## src/rtl/rxto_pkg.sv

```systemverilog
package rxto_pkg;

  typedef enum logic [1:0] {
    DLEN_5 = 2'd0,
    DLEN_6 = 2'd1,
    DLEN_7 = 2'd2,
    DLEN_8 = 2'd3
  } data_len_e;

  typedef struct packed {
    data_len_e len;
    logic      parity_on;
    logic      two_stop;
  } frame_cfg_t;

endpackage

```

## src/rtl/rxto_frame_len.sv

```systemverilog
module rxto_frame_len
  import rxto_pkg::*;
#(
  parameter int OVERSAMPLE = 16,
  parameter int CHAR_WINDOW = 4,
  parameter int MIN_DATA = 5,
  parameter int CNT_W = 10
) (
  input  frame_cfg_t       cfg,
  output logic [CNT_W-1:0] thresh
);
  localparam int TICKS_PER_BIT = OVERSAMPLE * CHAR_WINDOW;
  localparam bit IS_POW2 = (TICKS_PER_BIT & (TICKS_PER_BIT - 1)) == 0;
  localparam int SHIFT = $clog2(TICKS_PER_BIT);

  logic [3:0] frame_bits;

  always_comb begin
    frame_bits = 4'(1 + MIN_DATA) + {2'b00, cfg.len}
               + {3'b000, cfg.parity_on}
               + (cfg.two_stop ? 4'd2 : 4'd1);
  end

  generate
    if (IS_POW2) begin : g_shift
      assign thresh = CNT_W'({{(CNT_W-4){1'b0}}, frame_bits} << SHIFT);
    end else begin : g_mult
      assign thresh = CNT_W'({{(CNT_W-4){1'b0}}, frame_bits} * CNT_W'(TICKS_PER_BIT));
    end
  endgenerate

endmodule

```

## src/rtl/rxto_tick_counter.sv

```systemverilog
module rxto_tick_counter #(
  parameter int CNT_W = 10
) (
  input  logic             clk,
  input  logic             rst,
  input  logic             hold_zero,
  input  logic             restart,
  input  logic             tick,
  input  logic [CNT_W-1:0] limit,
  output logic [CNT_W-1:0] count
);
  logic below_limit;

  assign below_limit = count < limit;

  always_ff @(posedge clk) begin
    if (rst || hold_zero || restart) begin
      count <= '0;
    end else if (tick && below_limit) begin
      count <= count + 1'b1;
    end
  end

endmodule

```

## src/rtl/rxto_flag.sv

```systemverilog
module rxto_flag (
  input  logic clk,
  input  logic rst,
  input  logic clear,
  input  logic set,
  output logic flag
);
  always_ff @(posedge clk) begin
    if (rst || clear) begin
      flag <= 1'b0;
    end else if (set) begin
      flag <= 1'b1;
    end
  end

endmodule

```

## src/rtl/rx_char_timeout.sv

```systemverilog
module rx_char_timeout
  import rxto_pkg::*;
#(
  parameter int OVERSAMPLE = 16,
  parameter int CHAR_WINDOW = 4,
  parameter int MIN_DATA = 5,
  parameter int MAX_FRAME = 12
) (
  input  logic       clk,
  input  logic       rst,
  input  logic       fifo_en,
  input  logic       sample_tick,
  input  logic [1:0] data_len,
  input  logic       parity_on,
  input  logic       two_stop,
  input  logic       fifo_nonempty,
  input  logic       char_rcvd,
  input  logic       cpu_read,
  output logic       timeout_flag
);
  localparam int MAX_TICKS = OVERSAMPLE * CHAR_WINDOW * MAX_FRAME;
  localparam int CNT_W = $clog2(MAX_TICKS + 1);

  frame_cfg_t       cfg;
  logic [CNT_W-1:0] thresh;
  logic [CNT_W-1:0] tick_count;
  logic [CNT_W:0]   next_count;
  logic             idle_hold;
  logic             restart;
  logic             final_tick;

  always_comb begin
    cfg.len       = data_len_e'(data_len);
    cfg.parity_on = parity_on;
    cfg.two_stop  = two_stop;
  end

  // A received character only restarts the window while nothing is pending.
  assign idle_hold  = !fifo_en || !fifo_nonempty;
  assign restart    = cpu_read || (char_rcvd && !timeout_flag);
  assign next_count = {1'b0, tick_count} + 1'b1;
  assign final_tick = sample_tick && (next_count >= {1'b0, thresh});

  rxto_frame_len #(
    .OVERSAMPLE (OVERSAMPLE),
    .CHAR_WINDOW(CHAR_WINDOW),
    .MIN_DATA   (MIN_DATA),
    .CNT_W      (CNT_W)
  ) u_frame_len (
    .cfg   (cfg),
    .thresh(thresh)
  );

  rxto_tick_counter #(
    .CNT_W(CNT_W)
  ) u_counter (
    .clk      (clk),
    .rst      (rst),
    .hold_zero(idle_hold),
    .restart  (restart),
    .tick     (sample_tick),
    .limit    (thresh),
    .count    (tick_count)
  );

  rxto_flag u_flag (
    .clk  (clk),
    .rst  (rst),
    .clear(idle_hold || cpu_read),
    .set  (final_tick && !restart),
    .flag (timeout_flag)
  );

endmodule

```

## config.mk

```make
export PLATFORM = sky130hd
export DESIGN_NAME = rx_char_timeout
export DESIGN_NICKNAME = d
export VERILOG_FILES = /design/src/rtl/rxto_pkg.sv /design/src/rtl/rxto_frame_len.sv /design/src/rtl/rxto_tick_counter.sv /design/src/rtl/rxto_flag.sv /design/src/rtl/rx_char_timeout.sv
export SDC_FILE = /design/constraint.sdc
export NUM_CORES = 1
export LEC_CHECK = 0
export ABC_AREA = 1
export BUFFER_PORTS_ARGS = -buffer_cell sky130_fd_sc_hd__buf_2
export CORE_MARGIN = 2
export CORE_UTILIZATION = 60
export DETAILED_ROUTE_END_ITERATION = 16
export GPL_TIMING_DRIVEN = 0
export PLACE_DENSITY = 0.9
export RECOVER_POWER = 50
export SLEW_MARGIN = 20
export SYNTH_ARGS = -nofsm -noshare
export SYNTH_HDL_FRONTEND = slang
export SYNTH_SLANG_ARGS = --single-unit
export TNS_END_PERCENT = 100
```

## constraint.sdc

```tcl
create_clock -name clk -period 3.65 [get_ports clk]
set_clock_uncertainty 0.05 [all_clocks]
set_input_delay 0.1825 -clock clk [delete_from_list [all_inputs] [get_ports clk]]
set_output_delay 0.1825 -clock clk [all_outputs]
set_load 0.005 [all_outputs]
```

# Word-level counts from Yosys, hierarchy flattened
# Cells that the tools add are included.
# totals
register_bits	11
output_inout_bits	1
wordCells	24
# classes
n_addsub	5
order_cmp	2
mux	1
reduce_logical	14
# ops
cell	n
10-bit by 1-bit adder with 11-bit output (second input constant)	1
11-bit by 10-bit >= comparator with 1-bit output	1
10-bit by 1-bit adder with 10-bit output (second input constant)	1
10-bit less-than comparator	1
1-bit logical OR	6
3-bit by 2-bit adder with 4-bit output (first input constant)	1
4-bit by 1-bit adder with 4-bit output	1
4-bit adder	1
1-bit logical AND	4
1-bit logical NOT	4
2-bit two-way mux	1

# Depth between registers and ports, before layout
# Gate-level depths: netlist of run 1.
# depth
word_depth	6
ltp_mapped	18

# Modules after synthesis
# From an unflattened synthesis of run 1, not the netlist that was laid out.
# unflattened
hier_cells	244
hier_area_um2	1525.2
# modules_own_cells
mod	instances	cells_each	area_each_um2
rxto_tick_counter	1	140	868.3
rx_char_timeout	1	81	489.2
rxto_frame_len	1	17	128.9
rxto_flag	1	6	38.8

# Least setup slack after synthesis of run 1
# Ideal clock, no wire load.
# synth_timing
path_kind	input to register
from	input port data_len[0]
to	register u_counter.count[7]
arrival_time_ps	1932
required_ps	3477
slack_ps	1544
path_stages	18
n_path_buf	1
cell_sequence	inv_1 -> fa_1 -> inv_1 -> ha_1 -> inv_1 -> ha_1 -> inv_1 -> nand2_1 -> nand2_1 -> inv_2 -> nand2_2 -> a21boi_2 -> nor2_2 -> nand2_4 -> inv_2 -> buf_6 -> o21ai_1 -> a21oi_1
# synth_between
elab_chain_len	5
# synth_rtl
item	line	text
from (decl)	rx_char_timeout.sv:13	input logic [1:0] data_len,
3-bit by 2-bit adder with 4-bit output	rxto_frame_len.sv:19	frame_bits = 4'(1 + MIN_DATA) + {2'b00, cfg.len}
4-bit by 1-bit adder with 4-bit output	rxto_frame_len.sv:20	+ {3'b000, cfg.parity_on}
4-bit adder	rxto_frame_len.sv:21	+ (cfg.two_stop ? 4'd2 : 4'd1);
10-bit less-than comparator	rxto_tick_counter.sv:14	assign below_limit = count < limit;
1-bit logical AND	rxto_tick_counter.sv:19	end else if (tick && below_limit) begin
to (signal assigned)	rxto_tick_counter.sv:20	count <= count + 1'b1;
to (decl)	rxto_tick_counter.sv:10	output logic [CNT_W-1:0] count
# Every way passes these cells.
# A chain may end at the register's enable or synchronous reset.

# Worst setup path after layout of run 1
# layout_timing
from	input port data_len[0]
to	register u_counter.count[3]
# The elaborated chain is that of the path after synthesis.

==> results by stage, run 1 <==
STA:
- The max-slew violation count is 0.
- The number of hold violations in the final report is 0.
- The top achievable clock speed is 388 MHz.
- Dividing the final minimum period by the clock period gives 70.6%.
- Setup violations remaining at the end of the flow were counted as 0.
- The sum of negative setup slack is 0 ns.
- For the finished layout, the period the worst path requires is 2.58 ns.
- The worst pin sits at a relative slew slack of 58.5%.
- Setup repair after global routing left no endpoint under its margin.
- At the pin with the least slew margin, the transition time is 0.623 ns.
- Setup slack closes at 1.07 ns.

Clock network:
- The number of CTS-inserted buffers is 3.
- The clock tree from TritonCTS is yes.
- At the later pin of the worst-skew pair, clock insertion delay measures 0.28 ns.
- The number of gates resized after CTS was 0.
- In this run the number of H-tree levels came out at 1.
- Clock-pin slew was measured on the worst setup and hold paths at 0.07 ns.
- The number of hold buffers added after cts is 0.
- The buffer depth of the longest clock path is 2.
- Buffers added to address setup during post-CTS repair amount to 0.
- The sink count of the clock tree is 11.
- The clock tree root buffer cell is clkbuf_4.

Final layout:
- At the end of the flow the core is filled with cells to 68.2%.
- Summing all multi-input logic gate instances after layout gives 581 sq um.
- Fill cells in the final layout number 142.
- Of the cells placed in the final design, the portion with a size suffix greater than 1 is 12.3%.
- The library cell used most frequently in the layout, excluding fill and tap cells, is nand2_1.
- The finished layout cell area is 0.00101 sq mm.
- Relative to the synthesized area, the layout overhead comes to 8.86%.
- The antenna diode instance count is 0.
- In the layout the commonest cells are 30 x nand2_1, 29 x inv_1.
- The final layout contains 178 nets.
- The sequential cells in the finished layout cover a total of 220 sq um.

Yosys:
- The number of synthesized register bits is 11.
- Dividing the synthesized area by the synthesized cell count gives 6.71 sq um.
- During synthesis, Yosys emitted a total of 0 warnings.
- The gate count after technology mapping is 139.
- Summing the sequential cell areas from Yosys gives 23.6% of the chip area.
- The number of nets in the synthesized netlist is 162.
- The number of library cell types mapped by synthesis is 21.
- The mapped cell area is 932 sq um.

GRT:
- The pin count of the biggest net entering global routing is 11.
- Summed over all layers, the global routing overflow is 0.
- The first global-routing pass estimated 3.35 mm of wire.
- The overall global routing resource usage is 23.6%.
- The number of antenna violations at the first check in global routing is 0.
- The via count of the first global-routing pass is 847.

Place:
- The detailed placer's ending HPWL is 1.58 mm.
- Routability-driven placement finished with a final weighted congestion of 0.841.
- The total cell area at the placement stage is 0.00101 sq mm.
- The number of buffers inserted by port buffering is 11.
- OpenSTA, run right after detailed placement, puts the worst setup slack at 1.25 ns.

Worst setup path:
- The category of the worst setup path capture point is a register.
- In this design, the critical path's most frequently occurring cell is inv_1.
- The path depth of the worst reg2reg path is 14.
- The delay contributed by the slowest stage of the critical path is 0.40 ns.
- Data on the critical path arrives at its endpoint at 2.73 ns.
- In this run the worst path has a maximum fanout of 10.
- The cell type of the slowest stage on the worst timing path is fa_1.
- The launching element type of the critical path is an input pin.
- Among cell families on the critical path, the largest total delay comes from adder cells.
- The critical path is of the input pin to register type.
- For the worst setup path, the data required time is 3.80 ns.
- Together, buffers and inverters on the worst path number 6.
- Walking the worst path, the cells encountered are buf_2 > inv_1 > fa_1 > inv_1 > ha_1 > inv_1 > ha_1 > o21ai_0 > nand2_1 > nand2_2 > a21boi_0 > nor2_2 > nand2_1 > inv_1 > clkbuf_1 > o21ai_1 > a21oi_1.
- The number of cells on the critical path is 17.

Power:
- Of the total power, registers draw 47.1%.
- The peak supply drop is 0.000171 V.
- The clock share of power is 33.8%.
- Internal power comes to 182 uW.
- In this run switching power makes up 29.3% of total power.
- Summed over all cells, the static leakage comes to 0.504 nW.
- Combinational logic is responsible for 19.1% of the overall power.
- The total chip power is 258 uW.
- The switching power total is 75.6 uW.
- The power density over the cells is 254 mW/mm^2.

Drt:
- The initial DRC count is 35.
- The final wirelength is 1.94 mm.
- In the final routed layout, each cell accounts on average for 11.4 um.
- The final route contains 881 vias.
- The first detailed-routing pass ran for 4 iterations.
- The number of nets with antenna violations after routing is 0.
- After detailed routing, the number of remaining DRC violations is 0.
- The ratio of routed vias to standard cells is 5.18.

Flow run:
- The count of maximum capacitance violations is 0.

Die:
- The floorplan die width is 43.4 um.
- The area enclosed by the die boundary is 0.00188 sq mm.
- In this run the count of I/O pins placed on the die edge is 12.
- Once the floorplan was initialized, standard cells occupied 62.6% of the core.
- The die span in y is 43.4 um.
- The placeable core region is 0.00149 sq mm.
- The floorplan has 14 rows.

Min path:
- The classification of the worst-slack hold path is input pin to register.
- Along the worst hold path, the cell count comes to 4.

Status:
- The run finished with clean final reports.
cell usage after synthesis:
| cell | n | share of area (%) |
|---|---|---|
| a211oi_1 | 2 | 1.6 |
| a21boi_2 | 1 | 1.2 |
| a21oi_1 | 10 | 5.4 |
| a21oi_2 | 1 | 0.94 |
| buf_6 | 1 | 1.2 |
| dfxtp_1 | 11 | 24 |
| fa_1 | 1 | 2.1 |
| ha_1 | 11 | 15 |
| inv_1 | 27 | 11 |
| inv_2 | 2 | 0.81 |
| nand2_1 | 29 | 12 |
| nand2_2 | 1 | 0.67 |
| nand2_4 | 1 | 1.2 |
| nand3_1 | 11 | 5.9 |
| nand4_1 | 3 | 2.0 |
| nor2_1 | 11 | 4.4 |
| nor2_2 | 2 | 1.3 |
| nor2_4 | 1 | 1.2 |
| o21ai_0 | 4 | 2.1 |
| o21ai_1 | 4 | 2.1 |
| xor2_1 | 5 | 4.7 |
cells by family (layout without fill, tap and decap cells):
| kind of cell | count (synthesis) | count (layout) | share of synthesized area (%) |
|---|---|---|---|
| simple gates | 59 | 59 | 28.5 |
| buf+inv | 30 | 45 | 12.9 |
| compound gates | 22 | 22 | 13.4 |
| fa+ha+maj | 12 | 12 | 16.9 |
| flops | 11 | 11 | 23.6 |
| xor+xnor | 5 | 5 | 4.70 |
per-layer routing:
layer  up-vias  wire [um]  share of wire (%)  track usage, %
li1        468          -                  -               -
met1       389        854                 44            28.1
met2        22        986                 51            43.3
met3         2         92                4.7            5.00
met4         0          9               0.46            5.45
met5         -          0                  0               0
power by group through the flow:
stage	clock [mW]	combinational [mW]	sequential, mW
2_1_floorplan	0	0.0368	0.124
3_3_place_gp	0	0.0485	0.124
3_5_place_dp	0	0.0519	0.124
4_1_cts	0.0874	0.0522	0.121
5_1_grt	0.0974	0.0567	0.122
6_report	0.0872	0.0492	0.121
layout make-up:
class	instances	area share [%]
Clock buffer	4	2.59
Multi-Input combinational cell	98	57.2
Inverter	29	10.7
Buffer	1	0.370
Timing Repair Buffer	11	5.43
Sequential cell	11	21.7
Tap cell	16	1.97
sequential cells by signal (all words and copies together), names as in the netlist:
signal and flops:
u_flag.flag 1, u_counter.count 10
stage by stage:
step,instances,hold slack (ns)
2_1_floorplan,139,0.306
3_3_place_gp,166,0.414
3_5_place_dp,166,0.433
4_1_cts,170,0.149
5_1_grt,170,0.153
6_report,170,0.146
worst register-to-register path: stages (launching register included):
cell     delay (ns)
dfxtp_1        0.41
nand3_1        0.14
nor2_2         0.21
nand4_1        0.14
xor2_1         0.21
inv_1          0.07
ha_1           0.31
nand3_1        0.08
nor2_1         0.11
nand3_1        0.09
nor2_1         0.11
nand2_1        0.06
nand4_1        0.07
nand2_1        0.07
a21oi_2        0.11
worst paths after layout:
| path | from | endpoint | slack (ns) |
|---|---|---|---|
| setup / recovery | data_len[0] | u_counter.count[3] | 1.07 |
| hold / removal | cpu_read | u_flag.flag | 0.15 |
| setup reg to reg | u_counter.count[2] | u_flag.flag | 1.36 |
| hold reg to reg | u_flag.flag | u_flag.flag | 0.45 |
No activity file was read; power rests on OpenSTA's default activity.
==> inputs of run 2 (changes only) <==
--- a/config.mk
+++ b/config.mk
@@ -5,13 +5,13 @@
 export SDC_FILE = /design/constraint.sdc
 export NUM_CORES = 1
 export LEC_CHECK = 0
-export ABC_AREA = 1
+export ABC_AREA = 0
 export BUFFER_PORTS_ARGS = -buffer_cell sky130_fd_sc_hd__buf_2
 export CORE_MARGIN = 2
-export CORE_UTILIZATION = 60
+export CORE_UTILIZATION = 50
 export DETAILED_ROUTE_END_ITERATION = 16
 export GPL_TIMING_DRIVEN = 0
-export PLACE_DENSITY = 0.9
+export PLACE_DENSITY = 0.81
 export RECOVER_POWER = 50
 export SLEW_MARGIN = 20
 export SYNTH_ARGS = -nofsm -noshare
==> constraint.sdc (replaced) <==
create_clock -name clk -period 2.3 [get_ports clk]
set_clock_uncertainty 0.05 [all_clocks]
set_input_delay 0.115 -clock clk [delete_from_list [all_inputs] [get_ports clk]]
set_output_delay 0.115 -clock clk [all_outputs]
set_load 0.005 [all_outputs]
==> run 2 against run 1 <==
Compared with the run above:
- clock power up 69%
- setup slack worse by 0.97 ns
- synthesized cell count down 23%
- sequential power up 55%
- via count down 3.5%
- core utilization down 1.0 points
- cell count down 8.8%
- sequential share of layout area down 1.3 points
- first-iteration DRC count down 51%
- global-route usage down 2.7 points
- largest cell class unchanged
==> results by stage, run 2 <==
Final layout:
- Most frequent cells in the layout: 12 x inv_1, 11 x nor2_1, 10 x ha_1, 10 x buf_2, 9 x xor2_1 (was 30 x nand2_1, 29 x inv_1).
- The flip-flop count of the largest register after layout is 10 (unchanged).
- The leading cell type in the layout, fill and taps excluded is inv_1 (was nand2_1).
- The final core utilization is 67.1% (was 68.2%).
- The most flop-heavy register is u_counter.count (unchanged).
- The share of final-layout standard cells stronger than drive strength 1 is 33.1% (was 12.3%).
- The area added between synthesis and finish came to 25.8% (was 8.86%).
- The antenna diode instance count is 0 (unchanged).
- Registers with the highest flip-flop counts: u_counter.count: 10 flops, u_flag.flag: 1 flops (unchanged).
- The number of nets in the layout came to 154 (was 178).

GRT:
- The global-route layer with the greatest usage is met2 (unchanged).
- The pin count of the biggest net entering global routing came to 11 (unchanged).
- The overall global routing resource usage is 20.9% (was 23.6%).
- The remaining global-route overflow is 0 (unchanged).
- The first-pass GRT wire length came to 3.19 mm (was 3.35 mm).
- The number of antenna violations at the first check in global routing was 0 (unchanged).
- The routing usage on met2 is 35.3% (was 43.3%).
- The global routing usage on met3 was 6.15% (was 5.00%).
- The global routing met1 resource utilization is 24.6% (was 28.1%).
- The via count of the first global-routing pass is 776 (was 847).

Die:
- The area enclosed by the die boundary is 0.00220 sq mm (was 0.00188 sq mm).
- The effective utilization at floorplan came to 53.3% (was 62.6%).
- The die span in y is 46.9 um (was 43.4 um).
- The placeable core region is 0.00173 sq mm (was 0.00149 sq mm).
- The number of top-level pins was 12 (unchanged).
- The number of placement rows is 15 (was 14).
- The floorplan die width was 46.9 um (was 43.4 um).

Drt:
- The ratio of routed vias to standard cells is 5.48 (was 5.18).
- The number of DRC violations after detailed routing is 0 (unchanged).
- The final wirelength was 2.12 mm (was 1.94 mm).
- The average wire per cell in the routed design is 13.6 um (was 11.4 um).
- The number of nets with antenna violations after routing is 0 (unchanged).
- The via count was 850 (was 881).
- The initial DRC count is 17 (was 35).
- The number of iterations in the first detailed-routing pass is 4 (unchanged).

Worst setup path:
- The arrival time of data at the critical path endpoint is 2.34 ns (was 2.73 ns).
- The path depth of the worst reg2reg path is 10 (was 14).
- The category of the worst setup path capture point was a register (unchanged).
- The setup slack on the worst flop-to-flop path was 0.1 ns (was 1.36 ns).
- Series of cell instances along the critical path: buf_6 > and4_4 > and2_4 > xor2_1 > ha_1 > nand3_2 > nor2_1 > a22o_1 > a2111o_1 > a41o_1 (was buf_2 > inv_1 > fa_1 > inv_1 > ha_1 > inv_1 > ha_1 > o21ai_0 > nand2_1 > nand2_2 > a21boi_0 > nor2_2 > nand2_1 > inv_1 > clkbuf_1 > o21ai_1 > a21oi_1).
- The capture instance of the worst register-to-register path is u_flag.flag (unchanged).
- The cell type of the slowest stage on the worst timing path is dfxtp_2 (was fa_1).
- The delay contributed by the slowest stage of the critical path is 0.33 ns (was 0.40 ns).
- The critical path class is register to register (was input pin to register).
- The start of the worst register-to-register path is u_counter.count[2] (unchanged).
- The required time of the critical path is 2.44 ns (was 3.80 ns).
- The largest fanout of any net on the critical path came to 3 (was 10).
- The launching element type of the critical path is a register (was input pin).

Place:
- The detailed placer's ending HPWL is 1.46 mm (was 1.58 mm).
- The weighted congestion reported at the end of routability-driven placement is 0.819 (was 0.841).
- The worst-case setup slack after placement came to -0.289 ns (was 1.25 ns).
- The number of buffers inserted by port buffering came to 11 (unchanged).

STA:
- The worst slew margin relative to its limit was 51.2% (was 58.5%).
- The slew at the pin with the worst max-slew slack came to 0.726 ns (was 0.623 ns).
- The max-slew violation count is 0 (unchanged).
- The worst path needs 2.20 ns of the cycle, external delays included.
- The number of hold violations in the final report is 0 (unchanged).
- The worst path uses 95.7% of the clock period.
- Static timing analysis puts the maximum clock frequency at 455 MHz.
- The final setup slack of the worst path is 0.0999 ns (was 1.07 ns).
- The worst hold slack across all endpoints was 0.234 ns (was 0.146 ns).
- The number of endpoints failing setup at the final stage came to 0 (unchanged).
- RSZ-0062 raised after global routing: no (unchanged).

Clock network:
- The number of CTS-inserted buffers is 3 (unchanged).
- The clock-pin slew of the registers on the worst-case setup and hold paths is 0.08 ns (was 0.07 ns).
- The insertion delay to the later sink of the worst-skew pair is 0.29 ns (was 0.28 ns).
- The clock tree from TritonCTS is yes (unchanged).
- The clock tree root buffer cell is clkbuf_4 (unchanged).
- The H-tree level count is 1 (unchanged).
- The buffer depth of the longest clock path is 2 (unchanged).
- The sink count of the clock tree is 11 (unchanged).

Yosys:
- The area fraction of the dominant cell type after synthesis came to 23.9% (was 23.6%).
- The largest area contributor in the synthesized netlist is dfxtp_1 (unchanged).
- The main flop type after synthesis is dfxtp_1 (unchanged).
- The async set-reset flop share out of synthesis is 0% (unchanged).
- Top cell types by occurrence after synthesis: 12 x inv_1, 12 x nor2_1, 11 x dfxtp_1, 11 x ha_1, 9 x xor2_1 (was 29 x nand2_1, 27 x inv_1).
- The portion of the post-synthesis area used by sequential elements is 23.9% (was 23.6%).
- The number of synthesized register bits is 11 (unchanged).
- The synthesized netlist net count is 130 (was 162).
- The warning count from the yosys run is 0 (unchanged).
- The gate count after technology mapping was 107 (was 139).
- The number of enable flip-flop cells after synthesis is 0 (unchanged).
- Synth area leaders: dfxtp_1 24%, ha_1 15%, xor2_1 8.6% (was dfxtp_1 24%, ha_1 15%, nand2_1 12%).
- The average cell area after synthesis is 8.61 sq um (was 6.71 sq um).
- The mapped cell area is 921 sq um (was 932 sq um).
- The number of library cell types mapped by synthesis is 36 (was 21).

Flow run:
- The count of maximum capacitance violations is 0 (unchanged).

Min path:
- The endpoint with the worst hold slack was u_flag.flag (unchanged).
- The number of cells traversed by the worst hold path is 4 (unchanged).
- The critical hold path startpoint is sample_tick (was cpu_read).
- The classification of the worst-slack hold path is input pin to register (unchanged).

Status:
- Result of the run: complete, no violations (unchanged).

Power:
- The peak supply drop is 0.000255 V (was 0.000171 V).
- The power density over the cells is 372 mW/mm^2 (was 254 mW/mm^2).
- The static leakage came to 0.518 nW (was 0.504 nW).
## run 2: critical path: cells and delay by family, from the launching register on
kind	cells	cell delay, ns
AO/OA/AOI/OAI	3	0.73
XOR/XNOR	1	0.14
adder cells (fa/ha/maj)	1	0.26
buffers and inverters	1	0.10
flip-flops	1	0.33
AND/OR/NAND/NOR	4	0.48
## run 2: per-stage QoR
stage	area (sq um)	power [mW]	instances	setup TNS [ns]
finish	1160	0.431	155	0
global route	1160	0.453	155	0
CTS	1070	0.427	148	0
detailed placement	1010	0.279	143	-1.66
global placement	1010	0.275	143	-0.858
floorplan	921	0.255	107	0
## run 2: layout make-up
class,instances,area (sq um)
flip-flops and latches,11,236
inverters,12,45.0
well taps,25,31.3
fillers,158,568
clock buffers,3,22.5
multi-input cells,82,678
plain buffers,2,16.3
clock inverters,1,5.00
repair buffers,19,124
## run 2: what timing repair did
item | 4_1_cts | 5_1_grt
setup endpoints to repair | 1 | 3
pin swaps | 1 | 9
buffers inserted | 1 | 7
hold buffers | 0 | 0
resized for setup | 12 | 10
## run 2: worst max-delay path by stage
stage,start,to,slack (ns),cells past startpoint
global placement,data_len[0],u_counter.count[3],-0.20,11
global route,u_counter.count[0],u_flag.flag,0.008,10
CTS,data_len[0],u_counter.count[3],0.0003,11
floorplan,data_len[0],u_counter.count[3],0.04,11
finish,u_counter.count[2],u_flag.flag,0.1,10
detailed placement,data_len[0],u_counter.count[3],-0.29,11
## run 2: layer usage
layer,up-vias,share of wire [%]
met5,-,0
met4,0,1.2
met3,3,3.5
met2,23,48
met1,395,47
li1,429,-
## run 2: power by group
part	switching [mW]	leakage [nW]	internal (mW)
clock	0.0824	0.0177	0.0648
sequential	0.000319	0.0931	0.187
combinational	0.0526	0.407	0.0444
## run 2: kinds of logic (layout without fill, tap and decap cells)
family,Yosys count,after routing,synth area share [%]
xor gates and xnor gates,13,13,12.4
adders and majority gates,12,12,17.1
buffers and inverters,14,37,6.11
AOI/OAI and AO/OA,21,21,18.6
and+or+nand+nor,35,35,20.8
muxes,1,1,1.09
DFF,11,11,23.9
==> inputs of run 3 (changes only) <==
--- a/config.mk
+++ b/config.mk
@@ -7,6 +7,7 @@
 export LEC_CHECK = 0
 export ABC_AREA = 0
 export BUFFER_PORTS_ARGS = -buffer_cell sky130_fd_sc_hd__buf_2
+export CORE_ASPECT_RATIO = 0.8
 export CORE_MARGIN = 2
 export CORE_UTILIZATION = 50
 export DETAILED_ROUTE_END_ITERATION = 16
==> run 3 against run 2 <==
Compared with the run above:
- die area about the same
- first-iteration DRC count decreased by 12%
- core utilization decreased by 0.34 points
- flip-flop and latch count unchanged
- power decreased by 0.13%
- critical path depth decreased by 1
- cell count decreased by 3.9%
- sequential share of layout area increased by 0.51 points
- clock power decreased by 5%
- via count decreased by 0.94%
- design area decreased by 3.5%
- critical path type unchanged
==> results by stage, run 3 (synthesized netlist as in run 2, its figures left out) <==
Status:
- Result of the run: complete, no violations (unchanged).

Worst setup path:
- The delay contributed by the slowest stage of the critical path is 0.40 ns (was 0.33 ns).
- The arrival time of data at the critical path endpoint is 2.37 ns (was 2.34 ns).
- The cell type of the slowest stage on the worst timing path is a2111o_1 (was dfxtp_2).
- The critical path class is register to register (unchanged).
- The family of cells with the greatest summed delay on the critical path is compound AO/OA/AOI/OAI gates (unchanged).
- The largest fanout of any net on the critical path is 7 (was 3).
- The launching element type of the critical path is a register (unchanged).
- Series of cell instances along the critical path: buf_6 > and4_4 > and2_4 > xor2_2 > ha_1 > buf_4 > nor2b_1 > a2111o_1 > a41o_1 (was buf_6 > and4_4 > and2_4 > xor2_1 > ha_1 > nand3_2 > nor2_1 > a22o_1 > a2111o_1 > a41o_1).
- The worst path buffer plus inverter count was 2 (was 1).
- The category of the worst setup path capture point is a register (unchanged).
- The required time of the critical path is 2.43 ns (was 2.44 ns).

Clock network:
- The clock-pin slew of the registers on the worst-case setup and hold paths is 0.08 ns (about the same).
- The buffer depth of the longest clock path is 2 (unchanged).
- The clock tree root buffer cell is clkbuf_4 (unchanged).
- The sink count of the clock tree was 11 (unchanged).
- The clock tree from TritonCTS is yes (unchanged).
- The insertion delay to the later sink of the worst-skew pair is 0.28 ns (was 0.29 ns).
- The number of CTS-inserted buffers is 3 (unchanged).
- The H-tree level count is 1 (unchanged).

GRT:
- The pin count of the biggest net entering global routing is 11 (unchanged).
- The via count of the first global-routing pass is 777 (was 776).
- The remaining global-route overflow is 0 (unchanged).
- The number of antenna violations at the first check in global routing is 0 (unchanged).
- The overall global routing resource usage is 21.2% (was 20.9%).
- The first-pass GRT wire length is 3.41 mm (was 3.19 mm).

Place:
- The number of buffers inserted by port buffering was 11 (unchanged).
- The weighted congestion reported at the end of routability-driven placement is 0.869 (was 0.819).
- The cell count after placement was 140 (was 143).
- The total cell area at the placement stage came to 0.00100 sq mm (was 0.00101 sq mm).
- The detailed placer's ending HPWL was 1.56 mm (was 1.46 mm).

STA:
- The worst hold slack across all endpoints is 0.252 ns (was 0.234 ns).
- The final critical delay including setup and external delays was 2.23 ns (was 2.20 ns).
- The top achievable clock speed came to 448 MHz (was 455 MHz).
- The worst slew margin relative to its limit is 48.8% (was 51.2%).
- The slew at the pin with the worst max-slew slack is 0.763 ns (was 0.726 ns).
- The share of the cycle needed by the critical path after routing is 97.1% (was 95.7%).
- The number of hold violations in the final report is 0 (unchanged).
- The number of endpoints failing setup at the final stage is 0 (unchanged).
- The max-slew violation count is 0 (unchanged).

Power:
- The total chip power is 431 uW (about the same).
- The clock share of power is 32.2% (was 34.1%).
- The static leakage came to 0.494 nW (was 0.518 nW).
- The part of the total power dissipated in sequential elements is 43.8% (was 43.4%).
- The peak supply drop is 0.000343 V (was 0.000255 V).
- The switching power total is 126 uW (was 135 uW).
- The cell-internal power is 305 uW (was 296 uW).
- The proportion of power drawn by combinational gates was 24.0% (was 22.5%).
- The power density over the cells came to 385 mW/mm^2 (was 372 mW/mm^2).
- The switching share of total power came to 29.2% (was 31.4%).

Final layout:
- The leading cell type in the layout, fill and taps excluded is inv_1 (unchanged).
- The most flop-heavy register was u_counter.count (unchanged).
- The number of nets in the layout is 151 (was 154).
- The finished layout cell area is 0.00112 sq mm (was 0.00116 sq mm).
- Registers with the highest flip-flop counts: u_counter.count: 10 flops, u_flag.flag: 1 flops (unchanged).
- The flip-flop count of the largest register after layout is 10 (unchanged).
- Most frequent cells in the layout: 12 x inv_1, 11 x nor2_1, 10 x buf_2, 9 x ha_1, 8 x xor2_1 (was 12 x inv_1, 11 x nor2_1, 10 x ha_1, 10 x buf_2, 9 x xor2_1).
- The antenna diode instance count was 0 (unchanged).
- The share of final-layout standard cells stronger than drive strength 1 is 31.5% (was 33.1%).
- The area added between synthesis and finish came to 21.5% (was 25.8%).
- The non-filler instance count after layout is 149 (was 155).

Drt:
- The via count is 842 (was 850).
- The number of nets with antenna violations after routing came to 0 (unchanged).
- The final wirelength is 2.14 mm (was 2.12 mm).
- The number of iterations in the first detailed-routing pass is 4 (unchanged).
- The initial DRC count was 15 (was 17).
- The average wire per cell in the routed design is 14.3 um (was 13.6 um).
- The ratio of routed vias to standard cells came to 5.65 (was 5.48).
- The number of DRC violations after detailed routing is 0 (unchanged).

Die:
- The area enclosed by the die boundary was 0.00220 sq mm (about the same).
- The die span in y is 42.4 um (was 46.9 um).
- The number of top-level pins came to 12 (unchanged).
- The placeable core region is 0.00168 sq mm (was 0.00173 sq mm).
- The number of placement rows is 13 (was 15).
- The effective utilization at floorplan is 55.0% (was 53.3%).
- The floorplan die width was 52.0 um (was 46.9 um).

Min path:
- The classification of the worst-slack hold path was input pin to register (unchanged).

Flow run:
- The count of maximum capacitance violations came to 0 (unchanged).
[run 3: changes by cell type in the layout (fill, tap and decap cells not counted), sizes merged]
| cell | before | now |
|---|---|---|
| clkinv | 1 | 0 |
| clkbuf | 7 | 6 |
| buf | 17 | 16 |
[run 3: area by class of cell]
cell class                 instances  area, sq um
inverter                          12         45.0
timing repair buffer              16         91.3
sequential                        11          234
fill                             143          557
buffer                             2         16.3
clock buffer                       4         26.3
multi-input combinational         82          678
tap                               22         27.5
[run 3: worst reg2reg max path: cells and delay by family, from the launching register on]
| family | cells | cell delay [ns] |
|---|---|---|
| AND/OR/NAND/NOR | 3 | 0.50 |
| XOR/XNOR | 1 | 0.14 |
| buffers and inverters | 2 | 0.27 |
| adder cells (fa/ha/maj) | 1 | 0.27 |
| AO/OA/AOI/OAI | 2 | 0.58 |
| flip-flops | 1 | 0.33 |
[run 3: metal layers]
layer	track usage, %	routed length, um	vias up
met5	0	0	-
met4	10.0	63	0
met3	6.07	97	8
met2	35.4	1050	18
met1	24.6	927	399
li1	-	-	417
[run 3: repair_timing]
item                                    in CTS  in global routing
hold endpoints to repair                     0                  0
hold buffers                                 0                  0
pin swaps                                    2                  4
resized for setup                           11                 10
endpoints found under the setup margin       1                  9
cloned                                       0                  0
setup buffers                                2                  3
[run 3: path summary, 6_finish.rpt]
| check | start | depth (start not counted) | end | slack, ns |
|---|---|---|---|---|
| min reg2reg | u_counter.count[3] | 2 | u_counter.count[3] | 0.48 |
| max | u_counter.count[2] | 9 | u_flag.flag | 0.07 |
| min | sample_tick | 4 | u_flag.flag | 0.25 |
| max reg2reg | u_counter.count[2] | 9 | u_flag.flag | 0.07 |
[run 3: power groups by stage]
stage          clock, mW  sequential (mW)  combinational, mW
6_report           0.139            0.189              0.103
4_1_cts            0.142            0.191             0.0912
3_3_place_gp           0            0.195             0.0796
2_1_floorplan          0            0.195             0.0596
3_5_place_dp           0            0.195             0.0845
5_1_grt            0.155            0.189              0.113
[run 3: through the flow]
step | utilization (%) | setup WS, ns | setup TNS, ns
after detailed placement | 59.9 | -0.297 | -1.89
after global placement | 59.9 | -0.189 | -0.830
after global routing | 66.8 | -0.0219 | -0.0351
after CTS | 64.2 | 0.00123 | 0
final | 66.8 | 0.0658 | 0
after floorplan | - | 0.0419 | 0
